[src/rtl/afq_pkg.sv]
package afq_pkg;

    typedef enum logic [1:0] {
        FQ_EMPTY,
        FQ_PARTIAL,
        FQ_FULL
    } fq_state_e;

    localparam int IRQ_W      = 8;
    localparam int SRC_TX_OVF = 4;
    localparam int SRC_RX_UDF = 5;
    localparam int SRC_TX_THR = 6;
    localparam int SRC_RX_THR = 7;
    localparam logic [IRQ_W-1:0] SRC_MASK = 8'hF0;

endpackage

[src/rtl/afq_fifo_core.sv]
module afq_fifo_core
    import afq_pkg::*;
#(
    parameter int DATA_W = 32,
    parameter int DEPTH  = 8,
    parameter bit IS_TX  = 1'b1,
    localparam int PTR_W = $clog2(DEPTH),
    localparam int LVL_W = PTR_W + 1
) (
    input  logic              clk,
    input  logic              rst_n,
    input  logic              push,
    input  logic [DATA_W-1:0] wdata,
    input  logic              pop,
    input  logic              flush,
    output logic [DATA_W-1:0] rdata,
    output logic [LVL_W-1:0]  level,
    output logic              full,
    output logic              empty,
    output logic              fault
);

    fq_state_e          state_q, state_d;
    logic [LVL_W-1:0]   level_q, level_d;
    logic [PTR_W-1:0]   wr_ptr, rd_ptr;
    logic [DATA_W-1:0]  mem [DEPTH];
    logic               push_ok, pop_ok;

    function automatic logic [PTR_W-1:0] bump(input logic [PTR_W-1:0] p);
        return (p == PTR_W'(DEPTH - 1)) ? '0 : p + 1'b1;
    endfunction

    assign push_ok = push && (state_q != FQ_FULL)  && !flush;
    assign pop_ok  = pop  && (state_q != FQ_EMPTY) && !flush;

    // fault source picked by queue direction
    generate
        if (IS_TX) begin : g_tx_fault
            assign fault = push && (state_q == FQ_FULL);
        end else begin : g_rx_fault
            assign fault = pop && (state_q == FQ_EMPTY);
        end
    endgenerate

    // next-state and next-level logic
    always_comb begin
        level_d = level_q + LVL_W'(push_ok) - LVL_W'(pop_ok);
        state_d = state_q;
        if (flush) begin
            level_d = '0;
            state_d = FQ_EMPTY;
        end else begin
            unique case (state_q)
                FQ_EMPTY: begin
                    if (push_ok) state_d = FQ_PARTIAL;                  // fill-start
                end
                FQ_PARTIAL: begin
                    if (push_ok && !pop_ok && level_q == LVL_W'(DEPTH - 1))
                        state_d = FQ_FULL;                              // fill-top
                    else if (pop_ok && !push_ok && level_q == LVL_W'(1))
                        state_d = FQ_EMPTY;                             // drain-end
                end
                FQ_FULL: begin
                    if (pop_ok) state_d = FQ_PARTIAL;                   // drain-start
                end
                default: state_d = FQ_EMPTY;
            endcase
        end
    end

    // state register
    always_ff @(posedge clk) begin
        if (!rst_n) begin
            state_q <= FQ_EMPTY;
            level_q <= '0;
            wr_ptr  <= '0;
            rd_ptr  <= '0;
        end else begin
            state_q <= state_d;
            level_q <= level_d;
            if (flush) begin
                wr_ptr <= '0;
                rd_ptr <= '0;
            end else begin
                if (push_ok) wr_ptr <= bump(wr_ptr);
                if (pop_ok)  rd_ptr <= bump(rd_ptr);
            end
        end
    end

    always_ff @(posedge clk) begin
        if (push_ok) mem[wr_ptr] <= wdata;
    end

    // outputs
    always_comb begin
        full  = (state_q == FQ_FULL);
        empty = (state_q == FQ_EMPTY);
        level = level_q;
        rdata = (state_q == FQ_EMPTY) ? '0 : mem[rd_ptr];
    end

    p_state_level_r2: assert property (@(posedge clk) disable iff (!rst_n)
        ((state_q == FQ_EMPTY) == (level_q == '0)) &&
        ((state_q == FQ_FULL)  == (level_q == LVL_W'(DEPTH))));

    p_level_bound_r2: assert property (@(posedge clk) disable iff (!rst_n)
        level_q <= LVL_W'(DEPTH));

    p_flush_empty_r9: assert property (@(posedge clk) disable iff (!rst_n)
        flush |=> (level_q == '0) && (state_q == FQ_EMPTY));

    p_level_step_r10: assert property (@(posedge clk) disable iff (!rst_n)
        !flush |=> (level_q == $past(level_q)) ||
                   (level_q == $past(level_q) + 1'b1) ||
                   ($past(level_q) == level_q + 1'b1));

endmodule

[src/rtl/afq_irq_ctrl.sv]
module afq_irq_ctrl
    import afq_pkg::*;
(
    input  logic             clk,
    input  logic             rst_n,
    input  logic [IRQ_W-1:0] evt,
    input  logic [IRQ_W-1:0] clr,
    input  logic [IRQ_W-1:0] en,
    output logic [IRQ_W-1:0] raw,
    output logic             irq
);

    logic [IRQ_W-1:0] raw_q;

    always_ff @(posedge clk) begin
        if (!rst_n) raw_q <= '0;
        else        raw_q <= ((raw_q & ~clr) | evt) & SRC_MASK;
    end

    assign raw = raw_q;
    assign irq = |(raw_q & en);

    generate
        for (genvar i = SRC_TX_OVF; i <= SRC_RX_THR; i++) begin : g_src
            p_evt_wins_r7: assert property (@(posedge clk) disable iff (!rst_n)
                evt[i] |=> raw_q[i]);
            p_clear_r7: assert property (@(posedge clk) disable iff (!rst_n)
                (clr[i] && !evt[i]) |=> !raw_q[i]);
        end
    endgenerate

endmodule

[src/rtl/audio_fifo_irq.sv]
module audio_fifo_irq
    import afq_pkg::*;
#(
    parameter int DATA_W = 32,
    parameter int DEPTH  = 8,
    parameter int TH_W   = 3,
    localparam int LVL_W = $clog2(DEPTH) + 1
) (
    input  logic              clk,
    input  logic              rst_n,
    input  logic              tx_push,
    input  logic [DATA_W-1:0] tx_wdata,
    input  logic              tx_pop,
    output logic [DATA_W-1:0] tx_rdata,
    input  logic              tx_flush,
    input  logic              rx_push,
    input  logic [DATA_W-1:0] rx_wdata,
    input  logic              rx_pop,
    output logic [DATA_W-1:0] rx_rdata,
    input  logic              rx_flush,
    input  logic [TH_W-1:0]   tx_thresh,
    input  logic [TH_W-1:0]   rx_thresh,
    input  logic [7:0]        irq_en,
    input  logic [7:0]        irq_clr,
    output logic              tx_full,
    output logic              tx_empty,
    output logic [LVL_W-1:0]  tx_level,
    output logic              tx_thr,
    output logic              rx_full,
    output logic              rx_empty,
    output logic [LVL_W-1:0]  rx_level,
    output logic              rx_thr,
    output logic [7:0]        irq_raw,
    output logic              irq_out
);

    logic             tx_fault, rx_fault;
    logic [IRQ_W-1:0] evt;

    afq_fifo_core #(.DATA_W(DATA_W), .DEPTH(DEPTH), .IS_TX(1'b1)) u_tx (
        .clk(clk), .rst_n(rst_n), .push(tx_push), .wdata(tx_wdata),
        .pop(tx_pop), .flush(tx_flush), .rdata(tx_rdata), .level(tx_level),
        .full(tx_full), .empty(tx_empty), .fault(tx_fault)
    );

    afq_fifo_core #(.DATA_W(DATA_W), .DEPTH(DEPTH), .IS_TX(1'b0)) u_rx (
        .clk(clk), .rst_n(rst_n), .push(rx_push), .wdata(rx_wdata),
        .pop(rx_pop), .flush(rx_flush), .rdata(rx_rdata), .level(rx_level),
        .full(rx_full), .empty(rx_empty), .fault(rx_fault)
    );

    assign tx_thr = (tx_level <= LVL_W'(tx_thresh));
    assign rx_thr = (rx_level >  LVL_W'(rx_thresh));

    always_comb begin
        evt             = '0;
        evt[SRC_TX_OVF] = tx_fault;
        evt[SRC_RX_UDF] = rx_fault;
        evt[SRC_TX_THR] = tx_thr;
        evt[SRC_RX_THR] = rx_thr;
    end

    afq_irq_ctrl u_irq (
        .clk(clk), .rst_n(rst_n), .evt(evt), .clr(irq_clr), .en(irq_en),
        .raw(irq_raw), .irq(irq_out)
    );

    p_tx_overflow_r3: assert property (@(posedge clk) disable iff (!rst_n)
        (tx_push && tx_full) |=> irq_raw[SRC_TX_OVF] && tx_full);

    p_rx_underflow_r4: assert property (@(posedge clk) disable iff (!rst_n)
        (rx_pop && rx_empty) |=> irq_raw[SRC_RX_UDF] && rx_empty);

    p_rx_empty_zero_r4: assert property (@(posedge clk) disable iff (!rst_n)
        rx_empty |-> (rx_rdata == '0));

    p_tx_thr_raw_r5: assert property (@(posedge clk) disable iff (!rst_n)
        tx_thr |=> irq_raw[SRC_TX_THR]);

    p_rx_thr_raw_r6: assert property (@(posedge clk) disable iff (!rst_n)
        rx_thr |=> irq_raw[SRC_RX_THR]);

    p_quiet_r8: assert property (@(posedge clk) disable iff (!rst_n)
        (irq_raw[3:0] == 4'h0) && ((irq_raw == '0) -> !irq_out));

endmodule

[config.mk]
export PLATFORM = sky130hd
export DESIGN_NAME = audio_fifo_irq
export DESIGN_NICKNAME = d
export VERILOG_FILES = /design/src/rtl/afq_pkg.sv /design/src/rtl/afq_fifo_core.sv /design/src/rtl/afq_irq_ctrl.sv /design/src/rtl/audio_fifo_irq.sv
export SDC_FILE = /design/constraint.sdc
export NUM_CORES = 1
export LEC_CHECK = 0
export CORE_ASPECT_RATIO = 0.75
export CORE_MARGIN = 1
export CORE_UTILIZATION = 55
export CTS_CLUSTER_SIZE = 20
export DETAILED_ROUTE_END_ITERATION = 16
export DONT_BUFFER_PORTS = 1
export GPL_ROUTABILITY_DRIVEN = 0
export PLACE_DENSITY = 0.7
export SETUP_SLACK_MARGIN = 0.05
export SLEW_MARGIN = 10
export SYNTH_ARGS = -nofsm -noshare
export SYNTH_HDL_FRONTEND = slang
export SYNTH_HIERARCHICAL = 1
export SYNTH_SLANG_ARGS = --single-unit
[constraint.sdc]
create_clock -name clk -period 9.94 [get_ports clk]
set_clock_uncertainty 0.15 [all_clocks]
set_input_delay 0.994 -clock clk [delete_from_list [all_inputs] [get_ports clk]]
set_output_delay 0.994 -clock clk [all_outputs]
set_load 0.01 [all_outputs]
## Yosys cells after proc, flatten, opt, wreduce, memory -nomap -nowiden

Memories as Yosys holds them, arrays and structs flattened. A register that Yosys moved wholly into a read port is not among the register bits.
Cells that the tools add are included.

| word-level totals | value |
|---|---|
| logic and storage cells | 104 |
| bits of input ports | 94 |
| bits in registers | 32 |
| memories | 2 |
| output and inout bits | 87 |
| RAM bits | 512 |

| cells by class | value |
|---|---|
| $lt $le $gt $ge | 2 |
| reductions and logical operators | 33 |
| equal/unequal tests | 20 |
| add/sub/neg operators | 8 |
| muxes and demuxes | 24 |
| bitwise logic cells | 5 |

Memories:

| name | depth | bits a word | read ports | clocked after memory_dff | wr ports | line | source |
|---|---|---|---|---|---|---|---|
| u_rx.mem | 8 | 32 | 1 | 1 | 1 | afq_fifo_core.sv:26 | `logic [DATA_W-1:0] mem [DEPTH];` |
| u_tx.mem | 8 | 32 | 1 | 1 | 1 | afq_fifo_core.sv:26 |  |

Operators with widths:

| kind | number |
|---|---|
| $mux 32 | 2 |
| $mux 3 | 8 |
| $logic_and 1x1->1 | 18 |
| $and 8x8->8 | 2 |
| $mux 2 | 8 |
| $add 3x1->3 const B | 4 |
| $eq 3x3->1 const B | 4 |
| $pmux 2 s3 | 2 |
| $add 4x1->4 | 2 |
| $eq 4x1->1 const B | 2 |
| $eq 4x3->1 const B | 2 |
| $ne 2x1->1 const B | 4 |
| $not 8->8 | 1 |
| $or 8x8->8 | 1 |
| $reduce_or 8->1 | 1 |
| $sub 4x1->4 | 2 |
| $logic_not 1->1 | 6 |
| $ne 3x1->1 const B | 2 |
| $reduce_and 3->1 | 2 |
| $eq 2x1->1 const B | 2 |
| $eq 2x2->1 const B | 2 |
| $gt 4x3->1 | 1 |
| $le 4x3->1 | 1 |
| $logic_not 2->1 | 2 |
| other kinds (5) | 11 |

## Longest topological paths before layout

| logic depth | value |
|---|---|
| depth in word-level cells | 9 |
| gate-level depth with buffers | 9 |
| mapped depth without buffers | 9 |

## Hierarchy

The synthesis kept the hierarchy.

Modules (own cells, without submodules):

| module | cells an instance | area each (um2) | times used | sequential area each (um2) |
|---|---|---|---|---|
| afq_fifo_core | 646 | 10774.1 | 2 | 7987.7 |
| afq_irq_ctrl | 20 | 187.7 | 1 | 80.1 |
| audio_fifo_irq | 23 | 162.7 | 1 | 0.0 |

## Worst setup path before layout

Ideal clock, no wire load.

| timing path | value |
|---|---|
| kind | input to register |
| start point | input port rx_push |
| end point | memory u_rx.mem[0][0], enable pin |
| arrival | 4.446 ns |
| data required time | 9.289 ns |
| cell stages on the path | 3 |
| setup slack | 4.843 ns |
| cell sequence | nor2b_1 > nand2_1 > nor4_1 |

| on the way | value |
|---|---|
| word-level cells in the longest chain between the ends | 4 |

RTL lines:

| element | line | source |
|---|---|---|
| start, declared | audio_fifo_irq.sv:16 | `input logic rx_push,` |
| $logic_and 1x1->1 (2 in series) | afq_fifo_core.sv:33 | `assign push_ok = push && (state_q != FQ_FULL) && !flush;` |
| $mux 1 | afq_fifo_core.sv:92 | `if (push_ok) mem[wr_ptr] <= wdata;` |
| $mux 1 (implied by the code) | afq_fifo_core.sv:92 |  |
| end, declared | afq_fifo_core.sv:26 |  |

Every way passes these cells.

==> results.tsv <==
metric	value	unit
status	completed	
worst-path fanout max	67	
# diodes	0	
pin count of the biggest net entering global routing	68	
Clock Latency Late Sink	0.56	ns
initial DRC count	763	
synth-to-layout area growth	10.2	%
Vert. Die Dim	175	µm
final period utilization	48.2	%
final net count	1464	
die area	40600	µm²
DP HPWL	22900	µm
post-cts sizing count	0	
# IOs	181	
Sink Count	546	
Synth warnings	6	
core area	38800	µm²
number of global-route vias before repair	11400	
initial core utilization	56.4	%
number of vias in the routed layout	11400	
CTS tree	yes	
total power divided by cell area	185	nW/µm²
H-tree Lvls	2	
critical path class	reg -> out	
global route overflow	0	
Setup TNS	0	ns
CP cell instances	buf_4, buf_4, mux2i_1, o32ai_1, or3_1	
Tmin final	4.80	ns
FMAX	209	MHz
PortBufs	0	
Core Rows	62	
Slew headroom	21.9	%
Avg Inst Size Synth	16.4	µm²
Crit path buffers/inverters	2	
Worst path max stage delay	1.02	ns
Worst-Margin Slew	1.17	ns
RSZ-0062 raised after global routing	no	
TritonRoute pass-1 iters	5	
Clk Tree Root Cell	clkbuf_16	
DRC errors left	0	
max-cap violation count	0	
CP endpoint kind	output pin	
Vias per Instance	6.04	
TritonCTS Buffers	51	
Reg clk slew, reported paths	0.06	ns
fin. max-slew vios	0	
Crit path required time	8.80	ns
first-pass GRT wire length	67300	µm
Mapped Cells	1334	
Mapped Area	21900	µm²
startpoint type of the worst setup path	register	
gr usage total	22.0	%
Pleak	0.00736	µW
final setup fails	0	
dpl ws	5.74	ns
# Post-CTS Setup Buffers	0	
Hold Fails Final Rpt	0	
DRT antenna net count	0	
wire length per cell	23.4	µm
final WL	44300	µm
cts hold-fix bufs	0	
WP data arrival	3.65	ns
Final WS setup	5.14	ns
Die Width	232	µm
family with the most delay on the worst path	buffers and inverters	
FILL cells	2747	
layout cells sized above 1	9.34	%
number of antenna violations at the first check in global routing	0	
VDD IR-drop max	0.173	mV
Hold WC Path Type	reg -> reg	
slowest CP cell	buf_4	
clk buf depth	3	
cell mode on critical path	buf_4	
## report_power, final
group	internal, µW	total (µW)	switching, µW
combinational	22.6	76.3	53.7
clock	1040	1850	809
sequential	2530	2540	8.73
total	3590	4460	872
## stage by stage
| step | total power, µW | std cells | hold WS, ns | instance area, µm² | utilization [%] |
|---|---|---|---|---|---|
| 2_1_floorplan | 2640 | 1337 | 0.313 | 21900 | - |
| 3_3_place_gp | 2660 | 1799 | 0.321 | 22500 | 58.1 |
| 3_5_place_dp | 2670 | 1799 | 0.334 | 22500 | 58.1 |
| 4_1_cts | 4500 | 1893 | 0.333 | 24100 | 62.2 |
| 5_1_grt | 4600 | 1893 | 0.333 | 24100 | 62.2 |
| 6_report | 4460 | 1893 | 0.333 | 24100 | 62.2 |
## placed cells by master, fill, tap and decap left out, types with 3 or more instances in the layout
cell / instances
ha_1: 28
nor2_1: 18
clkbuf_1: 11
buf_4: 30
nor2b_1: 7
nand2_1: 8
inv_1: 27
nor3_1: 129
clkinv_2: 4
a22oi_1: 4
clkbuf_16: 52
clkinvlp_4: 3
bufinv_16: 3
clkinv_1: 18
nand3_1: 9
edfxtp_1: 512
a21oi_1: 12
o21ai_1: 3
mux2i_1: 260
dfxtp_1: 30
o21ai_0: 8
o21a_1: 4
nor3_2: 8
o32ai_1: 64
nand2b_1: 11
or3_1: 66
conb_1: 4
nor2_4: 6
## layout make-up
cell class | instances | area, µm² | share of cell area [%]
flip-flops and latches | 546 | 16100 | 66.6
multi-input cells | 681 | 5500 | 22.8
clock buffers | 63 | 1340 | 5.56
well taps | 512 | 641 | 2.65
clock inverters | 31 | 239 | 0.990
repair buffers | 30 | 225 | 0.933
inverters | 30 | 113 | 0.467
## path summary, 6_finish.rpt
| kind | startpoint | cells past startpoint | endpoint | slack, ns |
|---|---|---|---|---|
| setup / recovery | register | 5 | rx_rdata[23] | 5.14 |
| hold / removal | u_tx/rd_ptr[0] | 2 | register | 0.33 |
| setup reg to reg | u_rx/state_q[0] | 4 | u_rx/mem[0][9] | 7.02 |
| hold reg to reg | u_tx/rd_ptr[0] | 2 | register | 0.33 |
## flip-flops by register name (all words and copies together) (netlist names), named ones only
signal / flops
u_rx/wr_ptr: 3
u_tx/wr_ptr: 3
u_tx/mem: 256
u_tx/rd_ptr: 3
u_rx/level: 4
u_rx/rd_ptr: 3
u_tx/level: 4
u_rx/mem: 256
u_tx/state_q: 2
u_rx/state_q: 2
u_irq/raw: 4
## worst register-to-register path, cell delays in order, from the launching register on
cell	delay [ns]
dfxtp_1	0.59
nand2b_2	0.29
nand2_1	0.22
nor4_2	0.68
buf_4	0.60
## per-layer routing
metal	global-route usage, %	vias to the layer above	wire length (µm)	share of wire [%]
met5	0	-	0	0
met4	5.73	0	825	1.9
met3	4.94	72	3110	7.0
met2	34.8	332	20800	47
met1	31.0	5755	19500	44
li1	-	5274	-	-
Note: power is estimated with default switching activity, not from simulation.
